==> src/rtl/rw_turn_pkg.sv <==
package rw_turn_pkg;

  typedef enum logic [1:0] {
    REQ_NONE  = 2'b00,
    REQ_READ  = 2'b01,
    REQ_WRITE = 2'b10,
    REQ_SPARE = 2'b11
  } req_e;

  typedef enum logic [1:0] {
    CMD_NOP   = 2'b00,
    CMD_READ  = 2'b01,
    CMD_WRITE = 2'b10,
    CMD_BST   = 2'b11
  } cmd_e;

  typedef enum logic {
    ST_IDLE = 1'b0,
    ST_HOLD = 1'b1
  } state_e;

  typedef struct packed {
    logic loadRd;
    logic clrRd;
    logic armWait;
    logic startDrive;
  } strobe_t;

endpackage

==> src/rtl/rw_turn_downcnt.sv <==
module rw_turn_downcnt #(
  parameter int W = 4
) (
  input  logic         clk,
  input  logic         rstN,
  input  logic         clear,
  input  logic         load,
  input  logic [W-1:0] loadVal,
  output logic [W-1:0] count
);

  always_ff @(posedge clk) begin
    if (!rstN) begin
      count <= '0;
    end else if (clear) begin
      count <= '0;
    end else if (load) begin
      count <= loadVal;
    end else if (count != '0) begin
      count <= count - 1'b1;
    end
  end

endmodule

==> src/rtl/rw_turn_dp.sv <==
module rw_turn_dp
  import rw_turn_pkg::*;
#(
  parameter int CL_W  = 3,
  parameter int BL_W  = 4,
  parameter int CNT_W = 4
) (
  input  logic            clk,
  input  logic            rstN,
  input  logic [CL_W-1:0] casCode,
  input  logic [BL_W-1:0] burstLen,
  input  strobe_t         stb,
  output logic            readActive,
  output logic            waitLast,
  output logic            busDrive
);

  localparam int NCNT   = 3;
  localparam int IDX_RD = 0;
  localparam int IDX_WT = 1;
  localparam int IDX_DV = 2;

  // whole-cycle latency: half-cycle code rounded up, never below one
  logic [CL_W:0]  casRound;
  logic [CNT_W-1:0] latWhole;
  assign casRound = ({1'b0, casCode} + 1'b1) >> 1;
  assign latWhole = (casRound == '0) ? CNT_W'(1) : CNT_W'(casRound);

  // clock cycles occupied by the data beats, rounded up, never below one
  logic [BL_W:0]    beatRound;
  logic [CNT_W-1:0] halfBurst;
  assign beatRound = ({1'b0, burstLen} + 1'b1) >> 1;
  assign halfBurst = (beatRound == '0) ? CNT_W'(1) : CNT_W'(beatRound);

  logic [CNT_W-1:0] rdWindow;
  assign rdWindow = latWhole + halfBurst;

  logic [CNT_W-1:0] cntLoadVal [NCNT];
  logic             cntLoad    [NCNT];
  logic             cntClr     [NCNT];
  logic [CNT_W-1:0] cntVal     [NCNT];

  always_comb begin
    cntLoadVal[IDX_RD] = rdWindow;
    cntLoad[IDX_RD]    = stb.loadRd;
    cntClr[IDX_RD]     = stb.clrRd;
    cntLoadVal[IDX_WT] = latWhole;
    cntLoad[IDX_WT]    = stb.armWait;
    cntClr[IDX_WT]     = 1'b0;
    cntLoadVal[IDX_DV] = halfBurst;
    cntLoad[IDX_DV]    = stb.startDrive;
    cntClr[IDX_DV]     = 1'b0;
  end

  generate
    for (genvar g = 0; g < NCNT; g++) begin : g_cnt
      rw_turn_downcnt #(.W(CNT_W)) u_cnt (
        .clk    (clk),
        .rstN   (rstN),
        .clear  (cntClr[g]),
        .load   (cntLoad[g]),
        .loadVal(cntLoadVal[g]),
        .count  (cntVal[g])
      );
    end
  endgenerate

  assign readActive = (cntVal[IDX_RD] != '0);
  assign waitLast   = (cntVal[IDX_WT] == CNT_W'(1));
  assign busDrive   = (cntVal[IDX_DV] != '0);

endmodule

==> src/rtl/rw_turn_ctrl.sv <==
module rw_turn_ctrl
  import rw_turn_pkg::*;
(
  input  logic       clk,
  input  logic       rstN,
  input  logic [1:0] reqCmd,
  input  logic       reqAutoPre,
  input  logic       readActive,
  input  logic       waitLast,
  output strobe_t    stb,
  output logic [1:0] cmdOut,
  output logic       stall,
  output logic       illegal
);

  state_e state, nextState;
  cmd_e   cmdReg, nextCmd;
  logic   stallReg, nextStall;
  logic   illegalReg, nextIllegal;
  logic   apReg, nextAp;
  req_e   req;

  assign req = req_e'(reqCmd);

  always_comb begin
    nextState   = state;
    nextCmd     = CMD_NOP;
    nextStall   = 1'b0;
    nextIllegal = 1'b0;
    nextAp      = apReg;
    stb         = '0;
    unique case (state)
      ST_IDLE: begin
        if (req == REQ_READ) begin
          nextCmd    = CMD_READ;
          nextAp     = reqAutoPre;
          stb.loadRd = 1'b1;
        end else if (req == REQ_WRITE) begin
          if (readActive && apReg) begin
            nextIllegal = 1'b1;
          end else if (readActive) begin
            nextCmd     = CMD_BST;
            nextStall   = 1'b1;
            nextState   = ST_HOLD;
            stb.clrRd   = 1'b1;
            stb.armWait = 1'b1;
          end else begin
            nextCmd        = CMD_WRITE;
            stb.startDrive = 1'b1;
          end
        end
      end
      ST_HOLD: begin
        if (waitLast) begin
          nextCmd        = CMD_WRITE;
          nextState      = ST_IDLE;
          stb.startDrive = 1'b1;
        end else begin
          nextStall = 1'b1;
        end
      end
      default: nextState = ST_IDLE;
    endcase
  end

  always_ff @(posedge clk) begin
    if (!rstN) begin
      state      <= ST_IDLE;
      cmdReg     <= CMD_NOP;
      stallReg   <= 1'b0;
      illegalReg <= 1'b0;
      apReg      <= 1'b0;
    end else begin
      state      <= nextState;
      cmdReg     <= nextCmd;
      stallReg   <= nextStall;
      illegalReg <= nextIllegal;
      apReg      <= nextAp;
    end
  end

  assign cmdOut  = cmdReg;
  assign stall   = stallReg;
  assign illegal = illegalReg;

endmodule

==> src/rtl/rw_turn_gate.sv <==
module rw_turn_gate
  import rw_turn_pkg::*;
#(
  parameter int CL_W = 3,
  parameter int BL_W = 4
) (
  input  logic            clk,
  input  logic            rstN,
  input  logic [1:0]      reqCmd,
  input  logic            reqAutoPre,
  input  logic [CL_W-1:0] casCode,
  input  logic [BL_W-1:0] burstLen,
  output logic [1:0]      cmdOut,
  output logic            stall,
  output logic            busDrive,
  output logic            illegal
);

  localparam int MAX_LAT  = ((1 << CL_W) + 1) / 2;
  localparam int MAX_HALF = ((1 << BL_W) + 1) / 2;
  localparam int CNT_W    = $clog2(MAX_LAT + MAX_HALF + 1);

  strobe_t stb;
  logic    readActive;
  logic    waitLast;

  rw_turn_ctrl u_ctrl (
    .clk       (clk),
    .rstN      (rstN),
    .reqCmd    (reqCmd),
    .reqAutoPre(reqAutoPre),
    .readActive(readActive),
    .waitLast  (waitLast),
    .stb       (stb),
    .cmdOut    (cmdOut),
    .stall     (stall),
    .illegal   (illegal)
  );

  rw_turn_dp #(
    .CL_W (CL_W),
    .BL_W (BL_W),
    .CNT_W(CNT_W)
  ) u_dp (
    .clk       (clk),
    .rstN      (rstN),
    .casCode   (casCode),
    .burstLen  (burstLen),
    .stb       (stb),
    .readActive(readActive),
    .waitLast  (waitLast),
    .busDrive  (busDrive)
  );

endmodule

==> config.mk <==
export PLATFORM = sky130hd
export DESIGN_NAME = rw_turn_gate
export DESIGN_NICKNAME = d
export VERILOG_FILES = /design/src/rtl/rw_turn_pkg.sv /design/src/rtl/rw_turn_downcnt.sv /design/src/rtl/rw_turn_dp.sv /design/src/rtl/rw_turn_ctrl.sv /design/src/rtl/rw_turn_gate.sv
export SDC_FILE = /design/constraint.sdc
export NUM_CORES = 1
export LEC_CHECK = 0
export BUFFER_PORTS_ARGS = -buffer_cell sky130_fd_sc_hd__buf_2
export CAP_MARGIN = 20
export CORE_ASPECT_RATIO = 1.5
export CORE_MARGIN = 1.5
export CORE_UTILIZATION = 28
export CTS_CLUSTER_SIZE = 12
export DETAILED_ROUTE_END_ITERATION = 16
export GPL_TIMING_DRIVEN = 0
export PLACE_DENSITY = 0.56
export SLEW_MARGIN = 20
export SYNTH_ARGS = -nofsm -noshare
export SYNTH_HDL_FRONTEND = slang
export SYNTH_SLANG_ARGS = --single-unit
==> constraint.sdc <==
create_clock -name clk -period 1.8 [get_ports clk]
set_input_delay 0.18 -clock clk [delete_from_list [all_inputs] [get_ports clk]]
set_output_delay 0.18 -clock clk [all_outputs]
set_load 0.05 [all_outputs]
==> results.sh, run 1 <==
export IMPL_outcome="finished, final reports clean"
export IMPL_yosysSeqAreaShare=0.2931
export IMPL_synthToLayoutAreaGrowth_pct=22.95
export IMPL_n_antenna_cell=0
export IMPL_post_drt_wl_per_cell_um=11.68
export IMPL_antenna_found_initial=0
export IMPL_gp_congestion=0.7520
export IMPL_fin_crit_ns=1.743
export IMPL_ir_drop_uv=748.7
export IMPL_setup_viol=0
export IMPL_path_class="reg2reg"
export IMPL_routed_wirelength_um=2325
export IMPL_clock_sinks=17
export IMPL_grt_pass1_vias=969
export IMPL_fin_util=0.3606
export IMPL_grt_util_all_layers=0.1137
export IMPL_max_slew_margin_rel=0.6002
export IMPL_power_density_nw_per_um2=1512
export IMPL_drc=0
export IMPL_rsz0062_at_grt="false"
export IMPL_routed_via_count=946
export IMPL_synth_fa_ha_area_frac=0.1358
export IMPL_yosysWarnings=0
export IMPL_synth_common_cells="dfxtp_1, ha_1, inv_1"
export IMPL_crit_path_end_kind="flip-flop"
export IMPL_fp_dieH_um=81.87
export IMPL_critical_path_arrival_ns=1.90
export IMPL_required_ns=1.96
export IMPL_core_area_sq_um=3959
export IMPL_synth_top_family_by_area="simple AND/OR/NAND/NOR gates"
export IMPL_row_count=28
export IMPL_leakage_nw=0.6570
export IMPL_synthesis_nets=156
export IMPL_grt_pass1_wl_um=4071
export IMPL_drv_slew=0
export IMPL_synth_area_sq_um=1161
export IMPL_grt_max_degree=11
export IMPL_start_util=0.2933
export IMPL_hold_violations=0
export IMPL_yosysMostFrequentCell="dfxtp_1"
export IMPL_synthTopCellsByArea="dfxtp_1, ha_1, mux2i_1, xnor2_1, inv_1"
export IMPL_synthCells=132
export IMPL_hpwl_um=1812
export IMPL_path_clk_slew_ns=0.08
export IMPL_worst_pin_slew_ns=0.5971
export IMPL_regToRegSetupSlack_ns=0.06
export IMPL_fin_worst_skew_ns=0.008383
export IMPL_avgSynthCellArea_sq_um=8.796
export IMPL_synth_xor_area_frac=0.06789
export IMPL_dp_cells=193
export IMPL_routed_via_density=4.754
export IMPL_drv_cap=0
export IMPL_htree_levels=1
export IMPL_start_kind="flip-flop"
export IMPL_ys_ff_latch=17
export IMPL_firstDrtPassIters=4
export IMPL_dieWidth_um=55.58
export IMPL_io_buffers=16
export IMPL_cts_root_buffer="clkbuf_8"
export IMPL_ys_types=38
export IMPL_synthSimpleGateAreaFrac=0.2532
export IMPL_synth_compound_area_frac=0.1131
export IMPL_cts_buffers_inserted=3
export IMPL_ios=17
export IMPL_cp_max_fo=5
export IMPL_fillers=426
export IMPL_synth_flop_cell="dfxtp_1"
export IMPL_synth_top_area_cell="dfxtp_1"
export IMPL_clockBufferDepth=2
export IMPL_muxShareOfSynthArea=0.08190
export IMPL_post_route_period_util=0.9686
export IMPL_grt_overflow_total=0
export IMPL_fin_tns_setup_ns=0
export IMPL_hold_buffers=0
export IMPL_synth_async_reset_ratio=0
export IMPL_ant_nets=0
export IMPL_synth_top_area_frac=0.2931
export IMPL_clock_latency_ns=0.26
export IMPL_max_freq_ghz=0.5736
export IMPL_fin_cells=199
export IMPL_hold_path_class="in2reg"
export IMPL_first_iter_violations=18
export IMPL_layout_nets=179
export IMPL_cts_tree="yes"
export IMPL_layout_drive_gt1_share=0.2922
export IMPL_synth_edf_count=0
export IMPL_dieArea_sq_um=4550
## cells in the final DEF, fill, tap and decap left out, types with 3 or more instances in the layout
cell,instances
xor2_1,3
clkbuf_8,3
ha_2,3
buf_2,15
nor2b_1,3
a21oi_1,6
buf_4,5
dfxtp_1,14
nand2_1,8
ha_1,8
nor2_1,10
o21a_1,4
xnor2_1,5
inv_1,11
nand3_1,5
nor3b_2,3
nor3_1,3
mux2i_1,8
## final cells by class
| cell class | count | area [sq um] | share of cell area |
|---|---|---|---|
| plain buffers | 1 | 3.754 | 0.002629 |
| clock inverters | 1 | 5.005 | 0.003506 |
| inverters | 11 | 41.29 | 0.02892 |
| well taps | 45 | 56.30 | 0.03944 |
| clock buffers | 3 | 41.29 | 0.02892 |
| flip-flops and latches | 17 | 346.6 | 0.2428 |
| multi-input cells | 100 | 809.5 | 0.5670 |
| repair buffers | 21 | 123.9 | 0.08677 |
## state kept, by name, summed over array words and instances, names as in the netlist
name	count
u_ctrl.illegal	1
u_dp.g_cnt.u_cnt.count	12
u_ctrl.state	1
u_ctrl.cmdOut	2
u_ctrl.apReg	1
## routing by layer
layer	share of wire	track usage	up-vias	routed length, um
met4	0.017	0.05854	0	40
met2	0.54	0.2262	16	1246
met1	0.41	0.1126	430	951
met3	0.037	0.01732	4	86
li1	-	-	496	-
met5	0	0	-	0
## power breakdown
part           total, W  switching, W  internal, W
sequential     0.000615      0.000108     0.000507
combinational   0.00125      0.000611     0.000635
clock          0.000298      0.000144     0.000154
total           0.00216      0.000863      0.00130
## final timing paths
path | startpoint | endpoint | depth (start not counted)
hold reg to reg | u_ctrl.state$_SDFF_PN0_ | u_ctrl.cmdOut[0]$_SDFF_PP0_ | 1
hold / removal | reqAutoPre | u_ctrl.apReg$_SDFFE_PN0P_ | 3
setup / recovery | u_ctrl.state$_SDFF_PN0_ | u_dp.g_cnt[1].u_cnt.count[1]$_SDFFE_PN0P_ | 4
setup reg to reg | u_ctrl.state$_SDFF_PN0_ | u_dp.g_cnt[1].u_cnt.count[1]$_SDFFE_PN0P_ | 4
## worst max-delay path, cell delays in order (launching register included)
cell and delay, ns:
dfxtp_4 0.36, or3b_4 0.41, or3_4 0.42, mux2_4 0.31, and2_4 0.15
## cell families after synthesis
family | Yosys count
buf+inv | 15
mux | 9
fa+ha+maj | 12
simple gates | 51
xor+xnor | 9
flops | 17
compound gates | 19
## stage by stage
step                worst slack [ns]  hold slack [ns]  total power [W]  instance area (sq um)
detailed placement           -0.2804           0.4489         0.001786                   1308
global placement             -0.2650           0.4404         0.001749                   1308
CTS                         0.001390           0.1813         0.002139                   1375
global route               0.0008682           0.1886         0.002366                   1428
finish                       0.05660           0.1853         0.002158                   1428
floorplan                   -0.01993           0.3462         0.001573                   1171
## timing repair
item | 4_1_cts | 5_1_grt
endpoints found under the setup margin | 5 | 7
pin swaps | 0 | 5
gates resized for setup | 7 | 11
setup buffers | 1 | 4
(Power assumes the default switching activity.)
==> run 2: changes to the inputs <==
- CAP_MARGIN: 20 -> 30
- CTS_BUF_LIST: default -> sky130_fd_sc_hd__clkbuf_8
- PLACE_DENSITY: 0.56 -> default
- PLACE_DENSITY_LB_ADDON: default -> 0.2
==> results.sh, run 2 (same netlist as run 1, synthesis figures left out) <==
export IMPL_dp_cells=193
export IMPL_crit_path_end_kind="flip-flop"
export IMPL_clock_latency_ns=0.25
export IMPL_max_freq_ghz=0.5679
export IMPL_layout_drive_gt1_share=0.3007
export IMPL_power_density_nw_per_um2=1533
export IMPL_dieArea_sq_um=4550
export IMPL_start_util=0.2933
export IMPL_p_switching_w=0.0008870
export IMPL_fin_tns_setup_ns=0
export IMPL_layout_common_cells="buf_2, dfxtp_1, inv_1, nor2_1"
export IMPL_outcome="finished, final reports clean"
export IMPL_grt_max_degree=11
export IMPL_post_drt_wl_per_cell_um=12.18
export IMPL_final_common_cell="buf_2"
export IMPL_grt_pass1_vias=967
export IMPL_clock_sinks=17
export IMPL_r2r_cells=5
export IMPL_cts_root_buffer="clkbuf_8"
export IMPL_ir_drop_uv=533.3
export IMPL_routed_wirelength_um=2412
export IMPL_fin_worst_skew_ns=0.004348
export IMPL_io_buffers=16
export IMPL_seq_area_sq_um=344.1
export IMPL_regToRegSetupSlack_ns=0.04
export IMPL_drv_cap=0
export IMPL_grt_pass1_wl_um=4022
export IMPL_setup_viol=0
export IMPL_multiInputGateArea_sq_um=830.8
export IMPL_fin_cells=198
export IMPL_fin_crit_ns=1.761
export IMPL_core_area_sq_um=3959
export IMPL_largest_reg_flops=12
export IMPL_min_path_cells=3
export IMPL_fp_dieH_um=81.87
export IMPL_cp_max_fo=7
export IMPL_first_iter_violations=4
export IMPL_cts_tree="yes"
export IMPL_required_ns=1.95
export IMPL_cts_buffers_inserted=3
export IMPL_gp_congestion=0.7261
export IMPL_clockBufferDepth=2
export IMPL_max_slew_margin_rel=0.5784
export IMPL_grt_overflow_total=0
export IMPL_r2r_end="u_dp.g_cnt[1].u_cnt.count[1]$_SDFFE_PN0P_"
export IMPL_power_w=0.002211
export IMPL_row_count=28
export IMPL_regMostFlops="u_dp.g_cnt.u_cnt.count"
export IMPL_hold_path_class="in2reg"
export IMPL_rsz0062_at_grt="true"
export IMPL_leakage_nw=0.6552
export IMPL_worst_pin_slew_ns=0.6297
export IMPL_layout_nets=178
export IMPL_fillers=427
export IMPL_power_share_combinational=0.587
export IMPL_fin_util=0.3644
export IMPL_post_route_period_util=0.9782
export IMPL_htree_levels=1
export IMPL_routed_via_count=967
export IMPL_routed_via_density=4.884
export IMPL_ant_nets=0
export IMPL_r2r_start="u_ctrl.state$_SDFF_PN0_"
export IMPL_hpwl_um=1912
export IMPL_firstDrtPassIters=4
export IMPL_hold_path_end="u_ctrl.apReg$_SDFFE_PN0P_"
export IMPL_drv_slew=0
export IMPL_p_int_w=0.001324
export IMPL_path_clk_slew_ns=0.07
export IMPL_seqPwrFrac=0.284
export IMPL_critical_path_startpoint="u_ctrl.state$_SDFF_PN0_"
export IMPL_ios=17
export IMPL_drc=0
export IMPL_clockPowerShare=0.129
export IMPL_swShare=0.4011
export IMPL_hold_buffers=0
export IMPL_n_antenna_cell=0
export IMPL_grt_util_all_layers=0.1099
export IMPL_dieWidth_um=55.58
export IMPL_dpl_instance_area_sq_um=1308
export IMPL_hold_path_startpoint="reqAutoPre"
export IMPL_critical_path_arrival_ns=1.91
export IMPL_antenna_found_initial=0
export IMPL_hold_violations=0
export IMPL_synthToLayoutAreaGrowth_pct=24.25
export IMPL_path_class="reg2reg"
export IMPL_start_kind="flip-flop"
export IMPL_fin_area_sq_um=1443
run 2: changes by cell type in the layout (fill, tap and decap cells not counted), sizes merged:
| cell | previous run | this run |
|---|---|---|
| buf | 21 | 20 |
run 2: power by group through the flow:
stage | logic (W) | registers (W) | clock network, W
2_1_floorplan | 0.000942 | 0.000631 | 0
3_3_place_gp | 0.00115 | 0.000613 | 0
3_5_place_dp | 0.00118 | 0.000620 | 0
4_1_cts | 0.00125 | 0.000616 | 0.000293
5_1_grt | 0.00144 | 0.000652 | 0.000308
6_report | 0.00130 | 0.000628 | 0.000284
run 2: final cells by class:
class / instances / share of cell area
inverter: 11 / 0.02862
clock inverter: 1 / 0.003469
multi-input combinational: 100 / 0.5759
tap: 45 / 0.03903
sequential: 17 / 0.2385
clock buffer: 3 / 0.02862
timing repair buffer: 19 / 0.07546
buffer: 2 / 0.01041
run 2: worst max-delay path, stage by stage, from the launching register on:
cell	delay (ns)
dfxtp_2	0.35
or3b_4	0.40
or3_1	0.33
buf_6	0.15
mux2_4	0.29
and2_4	0.15
run 2: what timing repair did:
item,CTS,global route
gates resized for setup,10,11
setup buffers,1,2
endpoints found under the setup margin,7,8
pin swaps,2,3
run 2: how the worst max path moves through the flow:
stage                                                            to  slack, ns  cells past startpoint
after detailed placement  u_dp.g_cnt[0].u_cnt.count[2]$_SDFFE_PP0P_      -0.32                     12
after global placement    u_dp.g_cnt[0].u_cnt.count[2]$_SDFFE_PP0P_      -0.29                     12
final                     u_dp.g_cnt[1].u_cnt.count[1]$_SDFFE_PN0P_       0.04                      5
after floorplan           u_dp.g_cnt[1].u_cnt.count[1]$_SDFFE_PN0P_      -0.02                      5
after global routing      u_dp.g_cnt[0].u_cnt.count[2]$_SDFFE_PP0P_      -0.01                     12
after CTS                 u_dp.g_cnt[1].u_cnt.count[1]$_SDFFE_PN0P_      0.003                      7
run 2: through the flow:
| stage | hold slack [ns] | setup slack [ns] |
|---|---|---|
| floorplan | 0.3462 | -0.01993 |
| global placement | 0.4449 | -0.2909 |
| finish | 0.1916 | 0.03926 |
| CTS | 0.1978 | 0.002636 |
| global route | 0.2071 | -0.01287 |
| detailed placement | 0.4628 | -0.3213 |
run 2: routing by layer:
layer / GRT usage / routed length, um / part of all wire / up-vias
met5: 0 / 0 / 0 / -
met4: 0.05122 / 31 / 0.013 / 0
met3: 0.01260 / 49 / 0.020 / 4
met2: 0.2083 / 1312 / 0.54 / 12
met1: 0.1217 / 1018 / 0.42 / 455
li1: - / - / - / 496
